$ cat config.mk
export PLATFORM = sky130hd
export DESIGN_NAME = spi_mm_node
export DESIGN_NICKNAME = d
export VERILOG_FILES = /design/src/rtl/spi_mm_pkg.sv /design/src/rtl/spi_mm_sync.sv /design/src/rtl/spi_mm_master_shift.sv /design/src/rtl/spi_mm_slave_shift.sv /design/src/rtl/spi_mm_backoff.sv /design/src/rtl/spi_mm_node.sv
export SDC_FILE = /design/constraint.sdc
export NUM_CORES = 1
export LEC_CHECK = 0
export BUFFER_PORTS_ARGS = -buffer_cell sky130_fd_sc_hd__buf_4
export CAP_MARGIN = 5
export CORE_AREA = 2 2 107 120
export CTS_BUF_LIST = sky130_fd_sc_hd__clkbuf_8
export DETAILED_ROUTE_END_ITERATION = 16
export DIE_AREA = 0 0 109 122
export PLACE_DENSITY = 0.59
export RECOVER_POWER = 50
export SETUP_SLACK_MARGIN = 0.15
export SYNTH_ARGS = -nofsm -noshare
export SYNTH_HDL_FRONTEND = slang
export SYNTH_SLANG_ARGS = --single-unit
$ cat constraint.sdc
create_clock -name clk_i -period 3.65 [get_ports clk_i]
set_clock_uncertainty 0.1 [all_clocks]
set_input_delay 0.365 -clock clk_i [delete_from_list [all_inputs] [get_ports clk_i]]
set_output_delay 0.365 -clock clk_i [all_outputs]
set_load 0.01 [all_outputs]
$ cat src/rtl/spi_mm_pkg.sv
`timescale 1ns/1ps
package spi_mm_pkg;
  typedef enum logic [1:0] {
    ST_IDLE    = 2'd0,
    ST_XFER    = 2'd1,
    ST_BACKOFF = 2'd2
  } node_st_e;
endpackage

$ cat src/rtl/spi_mm_sync.sv
`timescale 1ns/1ps
module spi_mm_sync #(
  parameter int unsigned   W       = 1,
  parameter logic [W-1:0]  RST_VAL = '0
) (
  input  logic         clk_i,
  input  logic         rst_ni,
  input  logic [W-1:0] d_i,
  output logic [W-1:0] q_o
);
  logic [W-1:0] s1_q, s2_q;

  always_ff @(posedge clk_i or negedge rst_ni) begin
    if (!rst_ni) begin
      s1_q <= RST_VAL;
      s2_q <= RST_VAL;
    end else begin
      s1_q <= d_i;
      s2_q <= s1_q;
    end
  end

  assign q_o = s2_q;
endmodule

$ cat src/rtl/spi_mm_master_shift.sv
`timescale 1ns/1ps
module spi_mm_master_shift #(
  parameter int unsigned FRAME_W = 8,
  parameter int unsigned DIV_W   = 8
) (
  input  logic               clk_i,
  input  logic               rst_ni,
  input  logic               load_i,
  input  logic               run_i,
  input  logic [DIV_W-1:0]   half_m1_i,
  input  logic [FRAME_W-1:0] data_i,
  input  logic               miso_i,
  output logic               sck_o,
  output logic               mosi_o,
  output logic               fin_o,
  output logic [FRAME_W-1:0] rx_o
);
  localparam int unsigned CNT_W = (FRAME_W > 1) ? $clog2(FRAME_W) : 1;

  logic [DIV_W-1:0]   div_q;
  logic               sck_q;
  logic [FRAME_W-1:0] sh_q, rx_q;
  logic [CNT_W-1:0]   cnt_q;
  logic               tick;

  assign tick = (div_q == half_m1_i);

  always_ff @(posedge clk_i or negedge rst_ni) begin
    if (!rst_ni) begin
      div_q <= '0;
      sck_q <= 1'b0;
      sh_q  <= '0;
      rx_q  <= '0;
      cnt_q <= '0;
    end else if (load_i) begin
      div_q <= '0;
      sck_q <= 1'b0;
      sh_q  <= data_i;
      cnt_q <= '0;
    end else if (run_i) begin
      if (tick) begin
        div_q <= '0;
        sck_q <= ~sck_q;
        if (!sck_q) begin
          rx_q <= {rx_q[FRAME_W-2:0], miso_i};
        end else begin
          sh_q  <= {sh_q[FRAME_W-2:0], 1'b0};
          cnt_q <= cnt_q + CNT_W'(1);
        end
      end else begin
        div_q <= div_q + DIV_W'(1);
      end
    end
  end

  assign fin_o  = run_i & tick & sck_q & (cnt_q == CNT_W'(FRAME_W - 1));
  assign sck_o  = sck_q;
  assign mosi_o = sh_q[FRAME_W-1];
  assign rx_o   = rx_q;

  // MOSI may only move on a falling SCK edge
  p_mosi_stable_rise_r3: assert property (@(posedge clk_i) disable iff (!rst_ni)
    (run_i && !load_i && tick && !sck_q) |=> $stable(mosi_o));
endmodule

$ cat src/rtl/spi_mm_slave_shift.sv
`timescale 1ns/1ps
module spi_mm_slave_shift #(
  parameter int unsigned FRAME_W = 8
) (
  input  logic               clk_i,
  input  logic               rst_ni,
  input  logic               sel_i,
  input  logic               sck_s_i,
  input  logic               mosi_s_i,
  input  logic [FRAME_W-1:0] tx_data_i,
  output logic               miso_o,
  output logic [FRAME_W-1:0] rx_data_o,
  output logic               rx_valid_o
);
  localparam int unsigned CNT_W = (FRAME_W > 1) ? $clog2(FRAME_W) : 1;

  logic               sck_prev_q;
  logic [FRAME_W-1:0] txs_q, rxs_q, rx_data_q;
  logic [CNT_W-1:0]   cnt_q;
  logic               valid_q;
  logic               rise, fall;

  assign rise = sck_s_i & ~sck_prev_q;
  assign fall = ~sck_s_i & sck_prev_q;

  always_ff @(posedge clk_i or negedge rst_ni) begin
    if (!rst_ni) begin
      sck_prev_q <= 1'b0;
      txs_q      <= '0;
      rxs_q      <= '0;
      rx_data_q  <= '0;
      cnt_q      <= '0;
      valid_q    <= 1'b0;
    end else begin
      sck_prev_q <= sck_s_i;
      valid_q    <= 1'b0;
      if (!sel_i) begin
        txs_q <= tx_data_i;
        cnt_q <= '0;
      end else begin
        if (rise) begin
          rxs_q <= {rxs_q[FRAME_W-2:0], mosi_s_i};
          cnt_q <= cnt_q + CNT_W'(1);
          if (cnt_q == CNT_W'(FRAME_W - 1)) begin
            rx_data_q <= {rxs_q[FRAME_W-2:0], mosi_s_i};
            valid_q   <= 1'b1;
          end
        end
        if (fall) txs_q <= {txs_q[FRAME_W-2:0], 1'b0};
      end
    end
  end

  assign miso_o     = txs_q[FRAME_W-1];
  assign rx_data_o  = rx_data_q;
  assign rx_valid_o = valid_q;

  p_valid_needs_sel_r5: assert property (@(posedge clk_i) disable iff (!rst_ni)
    rx_valid_o |-> $past(sel_i));
endmodule

$ cat src/rtl/spi_mm_backoff.sv
`timescale 1ns/1ps
module spi_mm_backoff #(
  parameter int unsigned BO_W = 16
) (
  input  logic            clk_i,
  input  logic            rst_ni,
  input  logic            load_i,
  input  logic            run_i,
  input  logic [BO_W-1:0] val_i,
  output logic            zero_o
);
  logic [BO_W-1:0] cnt_q;

  always_ff @(posedge clk_i or negedge rst_ni) begin
    if (!rst_ni)                      cnt_q <= '0;
    else if (load_i)                  cnt_q <= val_i;
    else if (run_i && cnt_q != '0)    cnt_q <= cnt_q - BO_W'(1);
  end

  assign zero_o = (cnt_q == '0);

  p_cnt_dec_r10: assert property (@(posedge clk_i) disable iff (!rst_ni)
    (!load_i && run_i && cnt_q != '0) |=> (cnt_q == $past(cnt_q) - BO_W'(1)));
endmodule

$ cat src/rtl/spi_mm_node.sv
`timescale 1ns/1ps
module spi_mm_node
  import spi_mm_pkg::*;
#(
  parameter int unsigned FRAME_W = 8,
  parameter int unsigned DIV_W   = 8,
  parameter int unsigned BO_W    = 16
) (
  input  logic               clk_i,
  input  logic               rst_ni,
  input  logic               sw_sel_en_i,
  input  logic               sw_sel_val_i,
  input  logic               sel_out_en_i,
  input  logic               start_i,
  input  logic [FRAME_W-1:0] tx_data_i,
  input  logic [DIV_W-1:0]   clk_div_i,
  input  logic [BO_W-1:0]    backoff_i,
  input  logic               fault_clr_i,
  input  logic [FRAME_W-1:0] slv_tx_data_i,
  output logic               master_o,
  output logic               done_o,
  output logic [FRAME_W-1:0] rx_data_o,
  output logic               fault_o,
  output logic [FRAME_W-1:0] slv_rx_data_o,
  output logic               slv_rx_valid_o,
  output logic               sck_o,
  output logic               sck_oe_o,
  output logic               mosi_o,
  output logic               mosi_oe_o,
  input  logic               miso_i,
  input  logic               sck_i,
  input  logic               mosi_i,
  output logic               miso_o,
  output logic               miso_oe_o,
  input  logic               nss_i,
  output logic               nss_o,
  output logic               nss_oe_o,
  output logic               peer_sel_o
);
  node_st_e st_q, st_d;

  logic nss_s, sck_s, mosi_s;
  logic sel_n, in_mode, is_master, slv_sel, fault_evt, start_ok;
  logic eng_load, bo_load, bo_zero, eng_fin, eng_sck, eng_mosi;
  logic [FRAME_W-1:0] eng_rx, tx_hold_q, eng_data, rx_q;
  logic [DIV_W-1:0]   half_m1;
  logic fault_q, done_q;

  spi_mm_sync #(.W(3), .RST_VAL(3'b100)) u_sync (
    .clk_i (clk_i),
    .rst_ni(rst_ni),
    .d_i   ({nss_i, sck_i, mosi_i}),
    .q_o   ({nss_s, sck_s, mosi_s})
  );

  assign sel_n     = sw_sel_en_i ? sw_sel_val_i : nss_s;
  assign in_mode   = sw_sel_en_i | ~sel_out_en_i;
  assign is_master = (st_q == ST_XFER);
  assign slv_sel   = ~is_master & ~sel_n;
  assign fault_evt = is_master & in_mode & ~sel_n;
  assign start_ok  = start_i & (st_q == ST_IDLE) & ~slv_sel;
  assign half_m1   = (clk_div_i < DIV_W'(2)) ? '0 : (clk_div_i >> 1) - DIV_W'(1);

  always_comb begin
    st_d     = st_q;
    eng_load = 1'b0;
    bo_load  = 1'b0;
    unique case (st_q)
      ST_IDLE: if (start_ok) begin
        st_d     = ST_XFER;
        eng_load = 1'b1;
      end
      ST_XFER: begin
        if (fault_evt) begin
          st_d    = ST_BACKOFF;
          bo_load = 1'b1;
        end else if (eng_fin) begin
          st_d = ST_IDLE;
        end
      end
      ST_BACKOFF: begin
        if (slv_sel) begin
          st_d = ST_IDLE;
        end else if (bo_zero) begin
          st_d     = ST_XFER;
          eng_load = 1'b1;
        end
      end
      default: st_d = ST_IDLE;
    endcase
  end

  always_ff @(posedge clk_i or negedge rst_ni) begin
    if (!rst_ni) begin
      st_q      <= ST_IDLE;
      tx_hold_q <= '0;
      rx_q      <= '0;
      fault_q   <= 1'b0;
      done_q    <= 1'b0;
    end else begin
      st_q   <= st_d;
      done_q <= is_master & eng_fin & ~fault_evt;
      if (start_ok) tx_hold_q <= tx_data_i;
      if (is_master & eng_fin & ~fault_evt) rx_q <= eng_rx;
      if (fault_evt)        fault_q <= 1'b1;
      else if (fault_clr_i) fault_q <= 1'b0;
    end
  end

  assign eng_data = (st_q == ST_IDLE) ? tx_data_i : tx_hold_q;

  spi_mm_master_shift #(.FRAME_W(FRAME_W), .DIV_W(DIV_W)) u_mst (
    .clk_i    (clk_i),
    .rst_ni   (rst_ni),
    .load_i   (eng_load),
    .run_i    (is_master),
    .half_m1_i(half_m1),
    .data_i   (eng_data),
    .miso_i   (miso_i),
    .sck_o    (eng_sck),
    .mosi_o   (eng_mosi),
    .fin_o    (eng_fin),
    .rx_o     (eng_rx)
  );

  spi_mm_slave_shift #(.FRAME_W(FRAME_W)) u_slv (
    .clk_i     (clk_i),
    .rst_ni    (rst_ni),
    .sel_i     (slv_sel),
    .sck_s_i   (sck_s),
    .mosi_s_i  (mosi_s),
    .tx_data_i (slv_tx_data_i),
    .miso_o    (miso_o),
    .rx_data_o (slv_rx_data_o),
    .rx_valid_o(slv_rx_valid_o)
  );

  spi_mm_backoff #(.BO_W(BO_W)) u_bo (
    .clk_i (clk_i),
    .rst_ni(rst_ni),
    .load_i(bo_load),
    .run_i (st_q == ST_BACKOFF),
    .val_i (backoff_i),
    .zero_o(bo_zero)
  );

  assign master_o   = is_master;
  assign done_o     = done_q;
  assign rx_data_o  = rx_q;
  assign fault_o    = fault_q;
  assign sck_o      = eng_sck & is_master;
  assign sck_oe_o   = is_master;
  assign mosi_o     = eng_mosi;
  assign mosi_oe_o  = is_master;
  assign miso_oe_o  = slv_sel;
  assign nss_o      = ~is_master;
  assign nss_oe_o   = is_master & ~in_mode;
  assign peer_sel_o = ~is_master;

  p_fault_drops_master_r7: assert property (@(posedge clk_i) disable iff (!rst_ni)
    fault_evt |=> !master_o && peer_sel_o && !sck_oe_o);

  p_fault_sticky_r9: assert property (@(posedge clk_i) disable iff (!rst_ni)
    (fault_o && !fault_clr_i) |=> fault_o);

  p_done_after_master_r4: assert property (@(posedge clk_i) disable iff (!rst_ni)
    done_o |-> ($past(st_q) == ST_XFER) && peer_sel_o);

  p_miso_oe_slave_r5: assert property (@(posedge clk_i) disable iff (!rst_ni)
    miso_oe_o |-> !master_o);

  p_no_start_sel_r12: assert property (@(posedge clk_i) disable iff (!rst_ni)
    (st_q == ST_IDLE && slv_sel) |=> !master_o);
endmodule

### Word level (Yosys, flattened, before mapping)

Index checks and enable logic that the tools add are counted.

* register bits after elaboration: 98
* word-level logic and storage cells: 115

* add/sub/neg operators: 5
* order comparisons: 1
* equal/unequal tests: 10
* muxes and demuxes: 40
* bitwise operators: 25
* reduce and logical (&&, ||, !) cells: 15

Operators with widths (count)
* 8-bit two-way mux: 11
* 16-bit two-way mux: 2
* 3-bit two-way mux: 6
* 16-bit zero test: 1
* 16-bit nonzero test: 1
* 16-bit by 1-bit subtractor with 16-bit output, second input constant: 1
* 1-bit AND: 14
* 1-bit two-way mux: 14
* 2-bit two-way mux: 5
* 1-bit NOT: 10
* 2-bit nonzero test: 5
* 3-bit AND reduction: 3
* 8-bit by 1-bit adder with 8-bit output, second input constant: 1
* 8-bit equality test: 1
* 8-bit by 2-bit < comparator with 1-bit output, second input constant: 1
* 7-bit by 1-bit subtractor with 8-bit output, second input constant: 1
* 3-bit by 1-bit adder with 3-bit output, second input constant: 2
* 3-bit equality test, second input constant: 2
* 2-bit case mux with 3 select lines: 1
* 2-bit by 1-bit != test with 1-bit output, second input constant: 2
* 2-bit AND reduction: 2
* 4-bit AND reduction: 1
* 3-bit by 1-bit != test with 1-bit output, second input constant: 1
* 3-bit != test, second input constant: 1
* 7 further kinds: 7

### Longest topological paths before layout

Gate-level depths: netlist of run 1.

* depth in word-level cells: 9
* depth in mapped cells: 10
* gate-level depth less buffers: 9

### Hierarchy

Synthesis of run 1 repeated with hierarchy kept, for this count alone.

* cell total of the unflattened synthesis: 466
* area, all modules: 5099.9 µm²

By module, submodules not included
* spi_mm_master_shift: instances 1, cells each 153, area each 1564.0 µm², seq. area each 700.7 µm²
* spi_mm_slave_shift: instances 1, cells each 84, area each 1164.9 µm², seq. area each 700.7 µm²
* spi_mm_node: instances 1, cells each 99, area each 1154.9 µm², seq. area each 500.5 µm²
* spi_mm_backoff: instances 1, cells each 124, area each 1063.5 µm², seq. area each 400.4 µm²
* spi_mm_sync: instances 1, cells each 6, area each 152.6 µm², seq. area each 152.6 µm²

### Least setup slack after synthesis of run 1

OpenSTA, ideal clock, no wires.

* kind: input -> register
* start point: input port clk_div_i[1]
* end point: register u_mst.div_q[2]
* setup time: 126 ps
* data arrival time: 2391 ps
* required time: 3424 ps
* path slack: 1033 ps
* cell stages on the path: 9
* cell sequence: inv_1 > ha_1 > nor3b_2 > nor3b_1 > mux2i_1 > xnor2_1 > o31ai_1 > nor3b_1 > a221o_1

* longest elaborated chain between the ends: 6
* elaborated cells on any way between the ends: 7

Ends and longest elaborated chain
* start: declaration: RTL line spi_mm_node.sv:16 `input logic [DIV_W-1:0] clk_div_i,`
* 7-bit by 1-bit subtractor with 8-bit output or 8-bit by 2-bit < comparator with 1-bit output (tied branches): RTL line spi_mm_node.sv:62 `assign half_m1 = (clk_div_i < DIV_W'(2)) ? '0 : (clk_div_i >> 1) - DIV_W'(1);`
* 8-bit two-way mux (*): RTL line spi_mm_node.sv:62
* 8-bit equality test (*): RTL line spi_mm_master_shift.sv:26 `assign tick = (div_q == half_m1_i);`
* 8-bit two-way mux (*): RTL line spi_mm_master_shift.sv:41 `if (tick) begin`
* 8-bit two-way mux (*): RTL line spi_mm_master_shift.sv:40 `end else if (run_i) begin`
* 8-bit two-way mux (*): RTL line spi_mm_master_shift.sv:35 `end else if (load_i) begin`
* end signal: assignment: RTL line spi_mm_master_shift.sv:51 `div_q <= div_q + DIV_W'(1);`
* end: declaration: RTL line spi_mm_master_shift.sv:20 `logic [DIV_W-1:0] div_q;`

Mark *: on every way between the ends. The rest lies on a longest branch, timed or not. The select of a mux whose other input is x is not followed.
A chain may end at the register's enable or synchronous reset.

### Final worst setup path of run 1

* start point: input port clk_div_i[1]
* end point: register u_mst.rx_q[0] (netlist: u_mst.rx_o[0])

* longest elaborated chain between the ends: 4
* elaborated cells on any way between the ends: 5

Ends and longest elaborated chain
* 7-bit by 1-bit subtractor with 8-bit output or 8-bit by 2-bit < comparator with 1-bit output (tied branches): RTL line spi_mm_node.sv:62
* 8-bit two-way mux (*): RTL line spi_mm_node.sv:62
* 8-bit equality test (*): RTL line spi_mm_master_shift.sv:26
* 4-bit AND reduction (no line) (*)
* end signal: assignment: RTL line spi_mm_master_shift.sv:45 `rx_q <= {rx_q[FRAME_W-2:0], miso_i};`
* end: declaration: RTL line spi_mm_master_shift.sv:22 `logic [FRAME_W-1:0] sh_q, rx_q;`

Mark *: on every way between the ends. The rest lies on a longest branch, timed or not.

==> results of run 1 <==
## worst max-delay path by stage
stage | from | to | depth (start not counted) | slack (ns)
finish | clk_div_i[1] | u_mst.rx_o[0] | 12 | 0.99
global route | clk_div_i[1] | u_mst.rx_o[0] | 12 | 0.67
floorplan | clk_div_i[1] | u_mst.div_q[2] | 9 | 1.03
global placement | clk_div_i[1] | u_mst.sh_q[3] | 11 | 0.65
detailed placement | clk_div_i[1] | u_mst.sh_q[1] | 11 | 0.62
CTS | u_mst.div_q[4] | u_mst.rx_o[0] | 9 | 1.0
## placed cells by master (no fill, tap or decap), types with 3 or more instances in the layout
cell type | synthesis | routed
o21ai_0 | 13 | 13
xnor2_1 | 19 | 19
bufinv_16 | 0 | 3
ha_1 | 8 | 8
a21oi_1 | 26 | 26
mux2i_1 | 18 | 18
inv_1 | 10 | 10
nor3b_1 | 3 | 3
a221o_1 | 3 | 3
o31ai_1 | 3 | 3
nor3_1 | 12 | 12
clkbuf_4 | 0 | 3
a21o_1 | 3 | 3
nand3_1 | 9 | 9
dfrtp_1 | 96 | 96
dlygate4sd3_1 | 0 | 3
clkbuf_8 | 0 | 11
and2_1 | 4 | 4
nor2_1 | 39 | 39
a21bo_2 | 3 | 3
clkbuf_1 | 11 | 9
nor2b_1 | 6 | 6
nand2b_1 | 7 | 7
mux2_2 | 40 | 40
buf_4 | 3 | 76
or4_1 | 3 | 3
nand2_1 | 42 | 42
xor2_1 | 3 | 3
## flip-flops by register name, summed over array words and instances (netlist names), 3 cells and up
name / count
u_mst.rx_o: 8
u_sync.q_o: 3
u_bo.cnt_q: 16
u_mst.sh_q: 8
u_mst.div_q: 8
u_sync.s1_q: 3
u_slv.txs_q: 8
u_slv.rx_data_o: 8
u_mst.cnt_q: 3
u_slv.rxs_q: 7
tx_hold_q: 8
rx_data_o: 8
u_slv.cnt_q: 3
## per-stage QoR
stage	std cells	hold WS, ns	utilization
finish	677	0.09644	0.4715
global route	677	0.08923	0.4715
CTS	677	0.07247	0.4744
detailed placement	658	0.2355	0.4508
global placement	658	0.2338	0.4508
floorplan	432	-0.03059	-
## power by group through the flow
stage	sequential [mW]	clock (mW)	combinational (mW)
global route	1.62	0.945	1.13
global placement	1.58	0	0.998
detailed placement	1.60	0	1.02
finish	1.58	0.875	0.998
CTS	1.58	0.907	1.03
floorplan	1.55	0	0.747
## cells by family (layout without fill, tap and decap cells)
kind of cell,count (synthesis),in the layout,share of synthesized area
muxes,58,58,0.1328
xor gates and xnor gates,22,22,0.04058
adders and majority gates,8,8,0.02108
and+or+nand+nor,144,144,0.1563
AOI/OAI and AO/OA,70,70,0.09934
buffers and inverters,32,120,0.03294
DFF,98,98,0.5170
## cell type report
| cell class | count | area (sq um) |
|---|---|---|
| clock buffer | 11 | 151.4 |
| inverter | 12 | 45.04 |
| tap | 157 | 196.4 |
| multi-input combinational | 302 | 2141 |
| clock inverter | 5 | 107.6 |
| fill | 1164 | 6455 |
| sequential | 98 | 2455 |
| timing repair buffer | 92 | 661.9 |
## metal layers
metal  GRT usage  part of all wire  up-vias
li1            -                 -     1671
met1      0.1908              0.45     1649
met2      0.2310              0.47       76
met3     0.04227             0.061       17
met4     0.06651             0.019        0
met5           0                 0        -
## critical path, delay by kind of cell
family | cells | cell delay (ns)
buf+inv | 4 | 0.61
fa+ha+maj | 1 | 0.23
mux | 2 | 0.59
simple gates | 4 | 0.87
xor+xnor | 1 | 0.14
==> flow_metrics.tcl, run 1 <==
set metrics [dict create \
    status "finished, violations left" \
    violations "capacitance limit, slew limit" \
    worstPathMaxFanout 11 \
    path_class "in -> reg" \
    routed_via_density 5.041 \
    vias 3413 \
    ant_nets 0 \
    initialDrtViolationCount 153 \
    start_util 0.3888 \
    cp_data_required_time_ns 3.80 \
    rows 43 \
    cp_common_cell "buf_4" \
    first_pass_iters 4 \
    final_area_sq_um 5758 \
    post_drt_wl_per_cell_um 13.40 \
    tns_ns 0 \
    cts_tree "done" \
    die_w_um 109 \
    syn_nets 491 \
    synth-warning-count 0 \
    grt_max_degree 77 \
    critical_path.max_stage_delay_ns 0.34 \
    clkLatencyLatePin_ns 0.37 \
    placed_area_sq_um 5505 \
    p_per_area_nw_per_um2 599.0 \
    reg2reg_to "u_mst.rx_o[0]" \
    pwr-share-seq 0.457 \
    hold_start "fault_clr_i" \
    rsz0062_at_grt "false" \
    total_power_mw 3.449 \
    synth_commonest_cells "96 x dfrtp_1, 42 x nand2_1, 40 x mux2_2" \
    synth_edf_count 0 \
    tightest_slew_ns 1.911 \
    fin_nets 574 \
    hpwl_um 6470 \
    io_pins 80 \
    antenna_cells 0 \
    cp_slowest_cell "mux2_2" \
    fmax_mhz 375.9 \
    crit_chain "buf_4 > inv_1 > ha_1 > nor3b_2 > nor3b_1 > mux2i_1 > xnor2_1 > nor4_2 > buf_4 > nor2b_1 > buf_4 > mux2_2" \
    netlist.area_leader.share 0.5059 \
    ys.flop_type "dfrtp_1" \
    startpoint_type "input port" \
    die_y_um 122 \
    area_growth_pct 21.26 \
    wl_um 9072 \
    yosysUniqueCellTypes 63 \
    reg2reg_depth 9 \
    net-switching-power_mw 1.067 \
    coreArea_sq_um 12210 \
    setup_ws_ns 0.9897 \
    ys_seq_area_frac 0.5170 \
    switching_share 0.3094 \
    holdBufCountCts 3 \
    drive_gt1_frac 0.3019 \
    clockBufferDepth 2 \
    comb_power_share 0.289 \
    drv_slew 77 \
    min_period_over_period 0.7289 \
    die_area_sq_um 13300 \
    clock_power_share 0.254 \
    r2r_start "u_mst.div_q[4]" \
    place_ws_ns 0.6175 \
    clock-sinks 98 \
    ys_ff_latch 98 \
    io_buffers 78 \
    netlist_instances 432 \
    place_congestion 0.7558 \
    hp-class "in -> reg" \
    holdPathStages 2 \
    internal_power_mw 2.382 \
    grt_pass1_wl_um 15460 \
    antenna_found_initial 0 \
    postSynthAreaPerCell_sq_um 10.99 \
    drc 0 \
    finalSetupViolations 0 \
    vdd_ir_drop_max_uv 247.9 \
    p_leak_nw 2.663 \
    cts_resized 0 \
    synth.largest_area_cell "dfrtp_1" \
    reg2reg_slack_ns 1.00 \
    yosys-top-cells-area "dfrtp_1 51%, mux2_2 9.5%, mux2i_1 3.8%, xnor2_1 3.5%, nand2_1 3.3%" \
    fin_crit_ns 2.660 \
    grt_pass1_vias 3382 \
    maxSlewHeadroom -0.2737 \
    synthArstFlopShare 1.000 \
    cts_root_buf "clkbuf_8" \
    hold_path_end "fault_o" \
    clk_pin_slew_worst_paths_ns 0.09 \
    htreeDepth 3 \
    maxCapViolations 1 \
    grt_overflow 0 \
    cp-end-kind "flip-flop" \
    netlist_area_sq_um 4748 \
    worstPathArrival_ns 2.81 \
    cts_buffers 9 \
    cts_setup_buffers 0 \
    finalHoldViolations 0 \
    grtUsageTotal 0.1482 \
    post-synth-top-count-cell "dfrtp_1" \
]
No activity file was read; power rests on OpenSTA's default activity.
==> run 2: changes to the inputs <==
==> constraint.sdc (replaced) <==
create_clock -name clk_i -period 2.6 [get_ports clk_i]
set_clock_uncertainty 0.1 [all_clocks]
set_input_delay 0.26 -clock clk_i [delete_from_list [all_inputs] [get_ports clk_i]]
set_output_delay 0.26 -clock clk_i [all_outputs]
set_load 0.01 [all_outputs]
==> flow_metrics.tcl, run 2 (synthesis results as in run 1) <==
set metrics [dict create \
    finalNonFillerCells 723 \
    coreArea_sq_um 12210 \
    min_period_over_period 0.9465 \
    grtUsageMet2 0.2663 \
    internal_power_mw 3.174 \
    ant_nets 0 \
    worstPathArrival_ns 2.61 \
    fin_nets 620 \
    drv_slew 0 \
    drive_gt1_frac 0.3498 \
    tightest_slew_ns 1.095 \
    p_leak_nw 2.822 \
    antenna_found_initial 0 \
    rows 43 \
    maxSlewHeadroom 0.2699 \
    start_util 0.3888 \
    fin_util 0.5035 \
    placed_cells 684 \
    first_pass_iters 4 \
    cts_tree "done" \
    htreeDepth 3 \
    grt.met1_usage 0.1968 \
    place_congestion 0.8358 \
    finalHoldViolations 0 \
    final_cell_mix "96 x dfrtp_1, 89 x buf_4, 42 x nand2_1" \
    clock_power_share 0.189 \
    placed_area_sq_um 5728 \
    clockBufferDepth 2 \
    die_y_um 122 \
    grt_overflow 0 \
    path_class "reg -> reg" \
    maxCapViolations 0 \
    die_area_sq_um 13300 \
    comb_power_share 0.345 \
    cp-end-kind "flip-flop" \
    final_area_sq_um 6150 \
    fin_crit_ns 2.461 \
    grt_max_degree 45 \
    fmax_mhz 406.4 \
    clk_pin_slew_worst_paths_ns 0.09 \
    net-switching-power_mw 1.580 \
    switching_share 0.3323 \
    grtUsageTotal 0.1575 \
    io_pins 80 \
    grt_pass1_wl_um 16580 \
    cp_data_required_time_ns 2.74 \
    clock-sinks 98 \
    grt.busiest_layer "met2" \
    hpwl_um 7095 \
    rsz0062_at_grt "true" \
    grt_pass1_vias 3580 \
    worstPathMaxFanout 7 \
    post_drt_wl_per_cell_um 13.48 \
    hp-class "in -> reg" \
    startpoint_type "flip-flop" \
    status "finished, final reports clean" \
    antenna_cells 0 \
    initialDrtViolationCount 84 \
    layout_commonest_cell "dfrtp_1" \
    cts_buffers 9 \
    p_per_area_nw_per_um2 773.1 \
    top_register "u_bo.cnt_q" \
    vdd_ir_drop_max_uv 298.7 \
    pwr-share-seq 0.466 \
    area_growth_pct 29.51 \
    die_w_um 109 \
    cts_root_buf "clkbuf_8" \
    wl_um 9748 \
    grt_util_met3 0.03478 \
    io_buffers 78 \
    clkLatencyLatePin_ns 0.36 \
    routed_via_density 4.905 \
    drc 0 \
    finalSetupViolations 0 \
    vias 3546 \
    largest_register_ffs 16 \
]
==> run 2: per-stage QoR <==
step,setup slack (ns),power [mW],hold slack [ns],setup TNS [ns]
after floorplan,0.06580,3.246,-0.1356,0
after global placement,-0.1843,3.750,0.1889,-2.505
after detailed placement,-0.2339,3.812,0.1951,-3.653
after CTS,0.08749,4.800,0.01024,0
after global routing,0.07780,5.118,0.009225,0
final,0.1392,4.754,0.03852,0
==> run 2: cell type report <==
class,instances,area [sq um]
clock buffer,10,137.6
clock inverter,6,41.29
fill,1122,6063
inverter,12,45.04
multi-input combinational,302,2266
sequential,98,2455
tap,157,196.4
timing repair buffer,138,1008
==> run 2: final timing paths <==
path | start | end | slack [ns] | cells past startpoint
min in group asynchronous | rst_ni | u_slv.txs_q[2] | 0.53 | 2
hold reg to reg | u_sync.s1_q[0] | u_sync.q_o[0] | 0.26 | 0
setup reg to reg | u_bo.cnt_q[5] | u_mst.sh_q[6] | 0.14 | 8
max in group asynchronous | rst_ni | u_mst.rx_o[1] | 0.75 | 3
setup / recovery | u_bo.cnt_q[5] | u_mst.sh_q[6] | 0.14 | 8
hold / removal | tx_data_i[0] | tx_hold_q[0] | 0.04 | 2
==> run 2: timing repair <==
| item | 4_1_cts | 5_1_grt |
|---|---|---|
| setup buffers | 6 | 3 |
| gates resized for setup | 7 | 24 |
| hold buffers | 14 | 0 |
| pin swaps | 5 | 13 |
| setup endpoints to repair | 26 | 36 |
| endpoints found under the hold margin | 54 | 0 |
==> run 2: per-layer routing <==
layer | part of all wire | vias up
met4 | 0.015 | 0
li1 | - | 1761
met2 | 0.50 | 56
met5 | 0 | -
met3 | 0.038 | 11
met1 | 0.45 | 1718
==> run 2: power by group through the flow <==
| stage | registers [mW] | logic [mW] | clock network [mW] |
|---|---|---|---|
| global placement | 2.21 | 1.54 | 0 |
| finish | 2.22 | 1.64 | 0.898 |
| CTS | 2.20 | 1.65 | 0.946 |
| floorplan | 2.17 | 1.08 | 0 |
| global route | 2.28 | 1.83 | 1.01 |
| detailed placement | 2.23 | 1.58 | 0 |
==> run 2: critical path: stages (launching register included) <==
cell and delay (ns):
dfrtp_1 0.38, or3_4 0.39, or4_4 0.42, or2_4 0.25
o31ai_4 0.17, buf_6 0.15, a21oi_2 0.04, buf_6 0.17
mux2_2 0.27
